File: src/rtl/prr_pkg.sv
package prr_pkg;
   typedef enum logic [2:0] {
      ACC_NONE,
      ACC_IDENT,
      ACC_CTRL,
      ACC_SEL,
      ACC_BASE,
      ACC_ATTR
   } acc_e;

   localparam int SEL_W        = 4;
   localparam int CTRL_W       = 3;
   localparam int BASE_LSB     = 5;
   localparam int REDIR_BIT    = 4;
   localparam int OFS_IDENT    = 'h00;
   localparam int OFS_CTRL     = 'h04;
   localparam int OFS_SEL      = 'h08;
   localparam int OFS_PAIR0    = 'h0C;
   localparam int ALIAS_STRIDE = 8;
   localparam logic [15:0] SIZE_MASK = 16'hFF3F;
   localparam logic [15:0] ATTR_MASK = 16'h173F;
endpackage

File: src/rtl/prr_decode.sv
module prr_decode
   import prr_pkg::*;
#(
   parameter int ADDR_W    = 6,
   parameter int NUM_ALIAS = 4
) (
   input  logic [ADDR_W-1:0] addr,
   output acc_e              kind
);
   localparam int SPAN = OFS_PAIR0 + ALIAS_STRIDE * NUM_ALIAS;

   if (SPAN > (1 << ADDR_W)) begin : g_bad_span
      $error("prr_decode: ADDR_W too narrow for the alias pairs");
   end
   if (NUM_ALIAS < 1) begin : g_bad_alias
      $error("prr_decode: NUM_ALIAS must be at least 1");
   end

   logic [NUM_ALIAS-1:0] base_hit;
   logic [NUM_ALIAS-1:0] attr_hit;

   for (genvar k = 0; k < NUM_ALIAS; k++) begin : g_alias
      assign base_hit[k] = (addr == ADDR_W'(OFS_PAIR0 + ALIAS_STRIDE * k));
      assign attr_hit[k] = (addr == ADDR_W'(OFS_PAIR0 + ALIAS_STRIDE * k + 4));
   end

   always_comb begin
      kind = ACC_NONE;
      if (addr == ADDR_W'(OFS_IDENT))      kind = ACC_IDENT;
      else if (addr == ADDR_W'(OFS_CTRL))  kind = ACC_CTRL;
      else if (addr == ADDR_W'(OFS_SEL))   kind = ACC_SEL;
      else if (|base_hit)                  kind = ACC_BASE;
      else if (|attr_hit)                  kind = ACC_ATTR;
   end
endmodule

File: src/rtl/prr_ctrl_sel.sv
module prr_ctrl_sel
   import prr_pkg::*;
#(
   parameter int NUM_REGIONS = 8
) (
   input  logic              clk,
   input  logic              rst_n,
   input  logic              wr,
   input  acc_e              kind,
   input  logic [31:0]       wdata,
   output logic [SEL_W-1:0]  sel_q,
   output logic [CTRL_W-1:0] ctrl_q,
   output logic [SEL_W-1:0]  wr_idx,
   output logic              base_we,
   output logic              attr_we,
   output logic              accept
);
   logic redir;
   logic idx_ok;
   logic sel_load_ok;
   logic ctrl_we;

   assign redir       = (kind == ACC_BASE) && wdata[REDIR_BIT];
   assign wr_idx      = redir ? wdata[SEL_W-1:0] : sel_q;
   assign idx_ok      = (32'(wr_idx) < 32'(NUM_REGIONS));
   assign sel_load_ok = (wdata < 32'(NUM_REGIONS));
   assign ctrl_we     = wr && (kind == ACC_CTRL);
   assign base_we     = wr && (kind == ACC_BASE) && idx_ok;
   assign attr_we     = wr && (kind == ACC_ATTR) && idx_ok;
   assign accept      = ctrl_we || base_we || attr_we;

   always_ff @(posedge clk or negedge rst_n) begin
      if (!rst_n) begin
         sel_q  <= '0;
         ctrl_q <= '0;
      end else begin
         if (wr && (kind == ACC_SEL) && sel_load_ok)
            sel_q <= wdata[SEL_W-1:0];
         else if (base_we && redir)
            sel_q <= wdata[SEL_W-1:0];
         if (ctrl_we)
            ctrl_q <= wdata[CTRL_W-1:0];
      end
   end
endmodule

File: src/rtl/prr_region_bank.sv
module prr_region_bank
   import prr_pkg::*;
#(
   parameter int NUM_REGIONS = 8
) (
   input  logic             clk,
   input  logic             rst_n,
   input  logic             base_we,
   input  logic             attr_we,
   input  logic [SEL_W-1:0] wr_idx,
   input  logic [31:0]      wdata,
   input  logic [SEL_W-1:0] rd_idx,
   output logic [31:0]      rd_base,
   output logic [31:0]      rd_szattr
);
   localparam int BASE_W = 32 - BASE_LSB;

   logic [NUM_REGIONS-1:0][BASE_W-1:0] base_all;
   logic [NUM_REGIONS-1:0][31:0]       szattr_all;

   for (genvar r = 0; r < NUM_REGIONS; r++) begin : g_region
      logic [BASE_W-1:0] base_q;
      logic [15:0]       size_q;
      logic [15:0]       attr_q;
      logic              hit;

      assign hit = (wr_idx == SEL_W'(r));

      always_ff @(posedge clk or negedge rst_n) begin
         if (!rst_n) begin
            base_q <= '0;
            size_q <= '0;
            attr_q <= '0;
         end else begin
            if (base_we && hit)
               base_q <= wdata[31:BASE_LSB];
            if (attr_we && hit) begin
               size_q <= wdata[15:0] & SIZE_MASK;
               attr_q <= wdata[31:16] & ATTR_MASK;
            end
         end
      end

      assign base_all[r]   = base_q;
      assign szattr_all[r] = {attr_q, size_q};
   end

   always_comb begin
      rd_base   = '0;
      rd_szattr = '0;
      for (int r = 0; r < NUM_REGIONS; r++) begin
         if (rd_idx == SEL_W'(r)) begin
            rd_base   = {base_all[r], {BASE_LSB{1'b0}}};
            rd_szattr = szattr_all[r];
         end
      end
   end
endmodule

File: src/rtl/prot_region_regs.sv
module prot_region_regs
   import prr_pkg::*;
#(
   parameter int NUM_REGIONS = 8,
   parameter int ADDR_W      = 6,
   parameter int NUM_ALIAS   = 4
) (
   input  logic              clk,
   input  logic              rst_n,
   input  logic              reg_wr,
   input  logic [ADDR_W-1:0] reg_addr,
   input  logic [31:0]       reg_wdata,
   output logic [31:0]       reg_rdata,
   output logic              prot_inval
);
   if (NUM_REGIONS < 1 || NUM_REGIONS > (1 << SEL_W)) begin : g_bad_count
      $error("prot_region_regs: NUM_REGIONS must be 1..16");
   end

   acc_e              kind;
   logic [SEL_W-1:0]  sel_q;
   logic [CTRL_W-1:0] ctrl_q;
   logic [SEL_W-1:0]  wr_idx;
   logic              base_we;
   logic              attr_we;
   logic              accept;
   logic [31:0]       rd_base;
   logic [31:0]       rd_szattr;
   logic              sel_ok;

   prr_decode #(.ADDR_W(ADDR_W), .NUM_ALIAS(NUM_ALIAS)) u_dec (
      .addr (reg_addr),
      .kind (kind)
   );

   prr_ctrl_sel #(.NUM_REGIONS(NUM_REGIONS)) u_cs (
      .clk     (clk),
      .rst_n   (rst_n),
      .wr      (reg_wr),
      .kind    (kind),
      .wdata   (reg_wdata),
      .sel_q   (sel_q),
      .ctrl_q  (ctrl_q),
      .wr_idx  (wr_idx),
      .base_we (base_we),
      .attr_we (attr_we),
      .accept  (accept)
   );

   prr_region_bank #(.NUM_REGIONS(NUM_REGIONS)) u_bank (
      .clk       (clk),
      .rst_n     (rst_n),
      .base_we   (base_we),
      .attr_we   (attr_we),
      .wr_idx    (wr_idx),
      .wdata     (reg_wdata),
      .rd_idx    (sel_q),
      .rd_base   (rd_base),
      .rd_szattr (rd_szattr)
   );

   assign sel_ok = (32'(sel_q) < 32'(NUM_REGIONS));

   always_comb begin
      reg_rdata = '0;
      case (kind)
         ACC_IDENT: reg_rdata = {16'h0, 8'(NUM_REGIONS), 8'h0};
         ACC_CTRL:  reg_rdata = {{(32-CTRL_W){1'b0}}, ctrl_q};
         ACC_SEL:   reg_rdata = {{(32-SEL_W){1'b0}}, sel_q};
         ACC_BASE:  reg_rdata = sel_ok ? (rd_base | {{(32-SEL_W){1'b0}}, sel_q}) : '0;
         ACC_ATTR:  reg_rdata = sel_ok ? rd_szattr : '0;
         default:   reg_rdata = '0;
      endcase
   end

   always_ff @(posedge clk or negedge rst_n) begin
      if (!rst_n) prot_inval <= 1'b0;
      else        prot_inval <= accept;
   end
endmodule

File: config.mk
export PLATFORM = sky130hd
export DESIGN_NAME = prot_region_regs
export DESIGN_NICKNAME = d
export VERILOG_FILES = /design/src/rtl/prr_pkg.sv /design/src/rtl/prr_decode.sv /design/src/rtl/prr_ctrl_sel.sv /design/src/rtl/prr_region_bank.sv /design/src/rtl/prot_region_regs.sv
export SDC_FILE = /design/constraint.sdc
export NUM_CORES = 1
export LEC_CHECK = 0
export CAP_MARGIN = 20
export CELL_PAD_IN_SITES_DETAIL_PLACEMENT = 1
export CELL_PAD_IN_SITES_GLOBAL_PLACEMENT = 2
export CORE_UTILIZATION = 49
export DETAILED_ROUTE_END_ITERATION = 8
export DONT_BUFFER_PORTS = 1
export GPL_TIMING_DRIVEN = 0
export PLACE_DENSITY = 0.81
export SLEW_MARGIN = 30
export SYNTH_ARGS = -nofsm -noshare
export SYNTH_HDL_FRONTEND = slang
export SYNTH_SLANG_ARGS = --single-unit
File: constraint.sdc
create_clock -name clk -period 4.5 [get_ports clk]
set_input_delay 0.45 -clock clk [delete_from_list [all_inputs] [get_ports clk]]
set_output_delay 0.45 -clock clk [all_outputs]
set_load 0.01 [all_outputs]
==> flow_metrics.py <==
metrics = {
    "drt": {
        "firstDrtPassIters": 5,
        "drt_iter0_markers": 1206,
        "via_per_inst": 6.54,
        "drtAntennaViolNets": 0,
        "vias": 14700,
        "wl_per_cell_um": 34.1,
        "drt-total-wl_mm": 76.5,
        "drc": 0,
    },
    "global_route": {
        "grt_remaining_overflow": 0,
        "antenna_found_initial": 0,
        "grtUsageTotal_pct": 36.2,
        "grt_max_degree": 417,
        "grt_pass1_wl_mm": 112,
        "grt_pass1_vias": 15900,
    },
    "cts": {
        "insertion_delay_ns": 0.60,
        "path_clk_slew_ns": 0.06,
        "ctsHoldBuffers": 30,
        "numCtsBuffers": 46,
        "cts-root-buf": "clkbuf_16",
        "clock-sinks": 416,
        "cts_tree": "yes",
        "clockBufferDepth": 3,
        "h-tree-depth": 2,
    },
    "logic_synthesis": {
        "ys.flop_type": "dfrtp_1",
        "seq_area_frac_synth_pct": 50.3,
        "synth-async-reset-ratio_pct": 100,
        "ys_seq_elements": 416,
        "synth_fa_ha_area_share_pct": 0,
        "post_synth_num_cell_types": 63,
        "synthCells": 1593,
        "synth_top_family_by_area": "multiplexers",
        "syn_avg_cell_area_um2": 13.0,
        "synth-xor-area-share_pct": 0.0423,
        "muxShareOfSynthArea_pct": 29.9,
        "ys_warn_count": 0,
        "synthSimpleGateAreaFrac_pct": 6.14,
        "syn_area_um2": 20700,
        "synth_edf_count": 0,
        "syn-num-nets": 1634,
        "synth_compound_area_share_pct": 9.81,
    },
    "sta": {
        "worst_slack_ns": 0.0895,
        "setup-violations-final": 0,
        "max_freq_ghz": 0.227,
        "fin_skew_ns": 0.0140,
        "drv_slew": 0,
        "hold_viol_final": 416,
        "fin_hold_ws_ns": -0.434,
        "worst_slew_pin_slew_ns": 1.18,
        "fin_crit_sh_pct": 98.0,
        "grt_setup_unrepaired": "no",
        "relSlewSlack_pct": 21.1,
        "period_needed_ns": 4.41,
    },
    "floorplanning": {
        "core_um2": 41200,
        "die_w_um": 208,
        "fp.dieH_um": 208,
        "start_util_pct": 50.2,
        "rows": 74,
        "ioPinCount": 74,
        "die-area_um2": 43100,
    },
    "layout": {
        "final_area_um2": 23300,
        "syn2layout_area_growth_pct": 12.7,
        "drive_gt1_share_pct": 32.7,
        "fin_util_pct": 56.6,
        "fin_nets": 1713,
    },
    "power_and_ir_drop": {
        "vdd_drop_max_v": 0.000259,
        "p_leak_nw": 11.2,
        "powerDensity_nw_per_um2": 411,
        "finalPower_mw": 9.57,
    },
    "run_status": {
        "violations": "hold timing",
        "status": "complete, but fails checks",
    },
    "place": {
        "dp_hpwl_mm": 49.2,
        "port_buffers": 0,
        "globalplace.congestion": 0.897,
        "dpl_cell_area_um2": 21400,
        "dp_slack_ns": -0.150,
    },
    "worst_setup_path": {
        "worstPathMaxFanout": 10,
        "critPathArrivalTime_ns": 3.96,
        "start_kind": "flop",
        "endpoint_kind": "output pin",
        "required_ns": 4.05,
        "worstSetupPathType": "flop to output pin",
    },
    "hold_path": {
        "holdCritPathClass": "input port to async pin",
    },
    "job": {
        "maxCapViolations": 0,
    },
}
[stage by stage]
stage | instances | hold slack, ns | TNS [ns]
final | 2242 | -0.434 | 0
after detailed placement | 2127 | 0.172 | -0.938
after floorplan | 1593 | 0.154 | 0
after global routing | 2241 | -0.442 | 0
after global placement | 2125 | 0.171 | -9.71
after CTS | 2241 | -0.440 | 0
[cell usage after synthesis (16+ instances only)]
cell type    n  area share, %
buf_2       16           0.39
a221oi_1    25            1.1
mux2_4     101            7.3
mux2_1      82            4.5
nor2_1      25           0.45
mux2_2     253             14
o22ai_1     27           0.82
buf_6       19            1.0
nor2b_1     25           0.76
o21ai_0     76            1.8
nor3_1      20           0.48
buf_1       19           0.34
clkbuf_1    79            1.4
a21oi_1     83            2.0
mux4_2      19            2.1
a22oi_1     28            1.0
dfrtp_1    416             50
mux2i_1     40            1.9
nand2_1     59            1.1
[cell usage in the layout (no fill, tap or decap), types with 10 or more instances in the layout]
| cell type | instances |
|---|---|
| buf_6 | 19 |
| nor3_1 | 18 |
| nand2_1 | 58 |
| a21oi_1 | 83 |
| mux2_2 | 253 |
| a31oi_1 | 13 |
| and2_1 | 10 |
| clkbuf_8 | 15 |
| a221oi_1 | 25 |
| o21ai_0 | 76 |
| clkbuf_16 | 46 |
| mux2i_1 | 40 |
| mux4_2 | 19 |
| o22ai_1 | 27 |
| clkbuf_1 | 78 |
| mux2_1 | 82 |
| buf_2 | 23 |
| or2_2 | 14 |
| a2bb2oi_1 | 15 |
| nor2_1 | 24 |
| mux2_4 | 101 |
| dlygate4sd3_1 | 30 |
| nor2b_1 | 25 |
| a22oi_1 | 28 |
| dfrtp_1 | 416 |
| clkbuf_2 | 13 |
[final timing paths]
kind	from	endpoint	slack, ns	cells after the start
min reg2reg	u_bank.g_region[3].base_q[21]	u_bank.g_region[3].base_q[21]	0.48	1
min in group clk	reg_wdata[21]	u_bank.g_region[7].base_q[16]	0.01	1
max reg2reg	u_cs.sel_q[2]	u_bank.g_region[0].base_q[6]	1.06	6
min	rst_n	u_bank.g_region[2].base_q[15]	-0.43	0
max in group asynchronous	rst_n	u_bank.g_region[6].base_q[0]	3.97	0
max	u_cs.sel_q[0]	reg_rdata[19]	0.09	7
[worst max-delay path: stages, from the launching register on]
cell and delay, ns:
dfrtp_1 0.32, clkbuf_1 0.34, and2_1 0.19, clkbuf_1 0.49
nand2_2 0.45, clkbuf_1 0.49, clkbuf_2 0.48, a311oi_1 0.60
[layout make-up]
type	count	area, um^2
Inverter	7	26.3
Fill cell	4069	17900
Clock buffer	75	1410
Buffer	139	808
Timing Repair Buffer	32	323
Multi-Input combinational cell	1030	9550
Tap cell	532	666
Sequential cell	416	10400
Antenna cell	1	2.50
Clock inverter	10	119
[per-layer routing]
| layer | part of all wire (%) | GRT usage (%) |
|---|---|---|
| met1 | 42 | 47.8 |
| met2 | 47 | 58.6 |
| met3 | 6.5 | 6.85 |
| met4 | 4.2 | 14.8 |
| met5 | 0 | 0 |
[where the power goes]
| group | leakage [nW] | internal [mW] | switching, mW | total [mW] |
|---|---|---|---|---|
| clock network | 0.755 | 2.26 | 1.60 | 3.86 |
| logic | 4.75 | 0.628 | 0.922 | 1.55 |
| registers | 5.70 | 4.01 | 0.154 | 4.17 |
| total | 11.2 | 6.90 | 2.68 | 9.57 |
[cells by family (layout without fill, tap and decap cells)]
| family | count (synthesis) | count (layout) |
|---|---|---|
| AND/OR/NAND/NOR | 213 | 213 |
| other | 0 | 1 |
| multiplexers | 498 | 498 |
| AO/OA/AOI/OAI | 318 | 318 |
| flip-flops | 416 | 416 |
| XOR/XNOR | 1 | 1 |
| buffers and inverters | 147 | 263 |
[timing repair]
action	4_1_cts	5_1_grt
endpoints found under the setup margin	29	6
buffers inserted	0	0
endpoints found under the hold margin	519	416
resized for setup	29	7
[sequential cells by signal (all words and copies together), names as in the netlist]
name                    cells
prot_inval                  1
u_cs.ctrl_q                 3
u_bank.g_region.size_q    112
u_cs.sel_q                  4
u_bank.g_region.base_q    216
u_bank.g_region.attr_q     80
(Power assumes the default switching activity.)
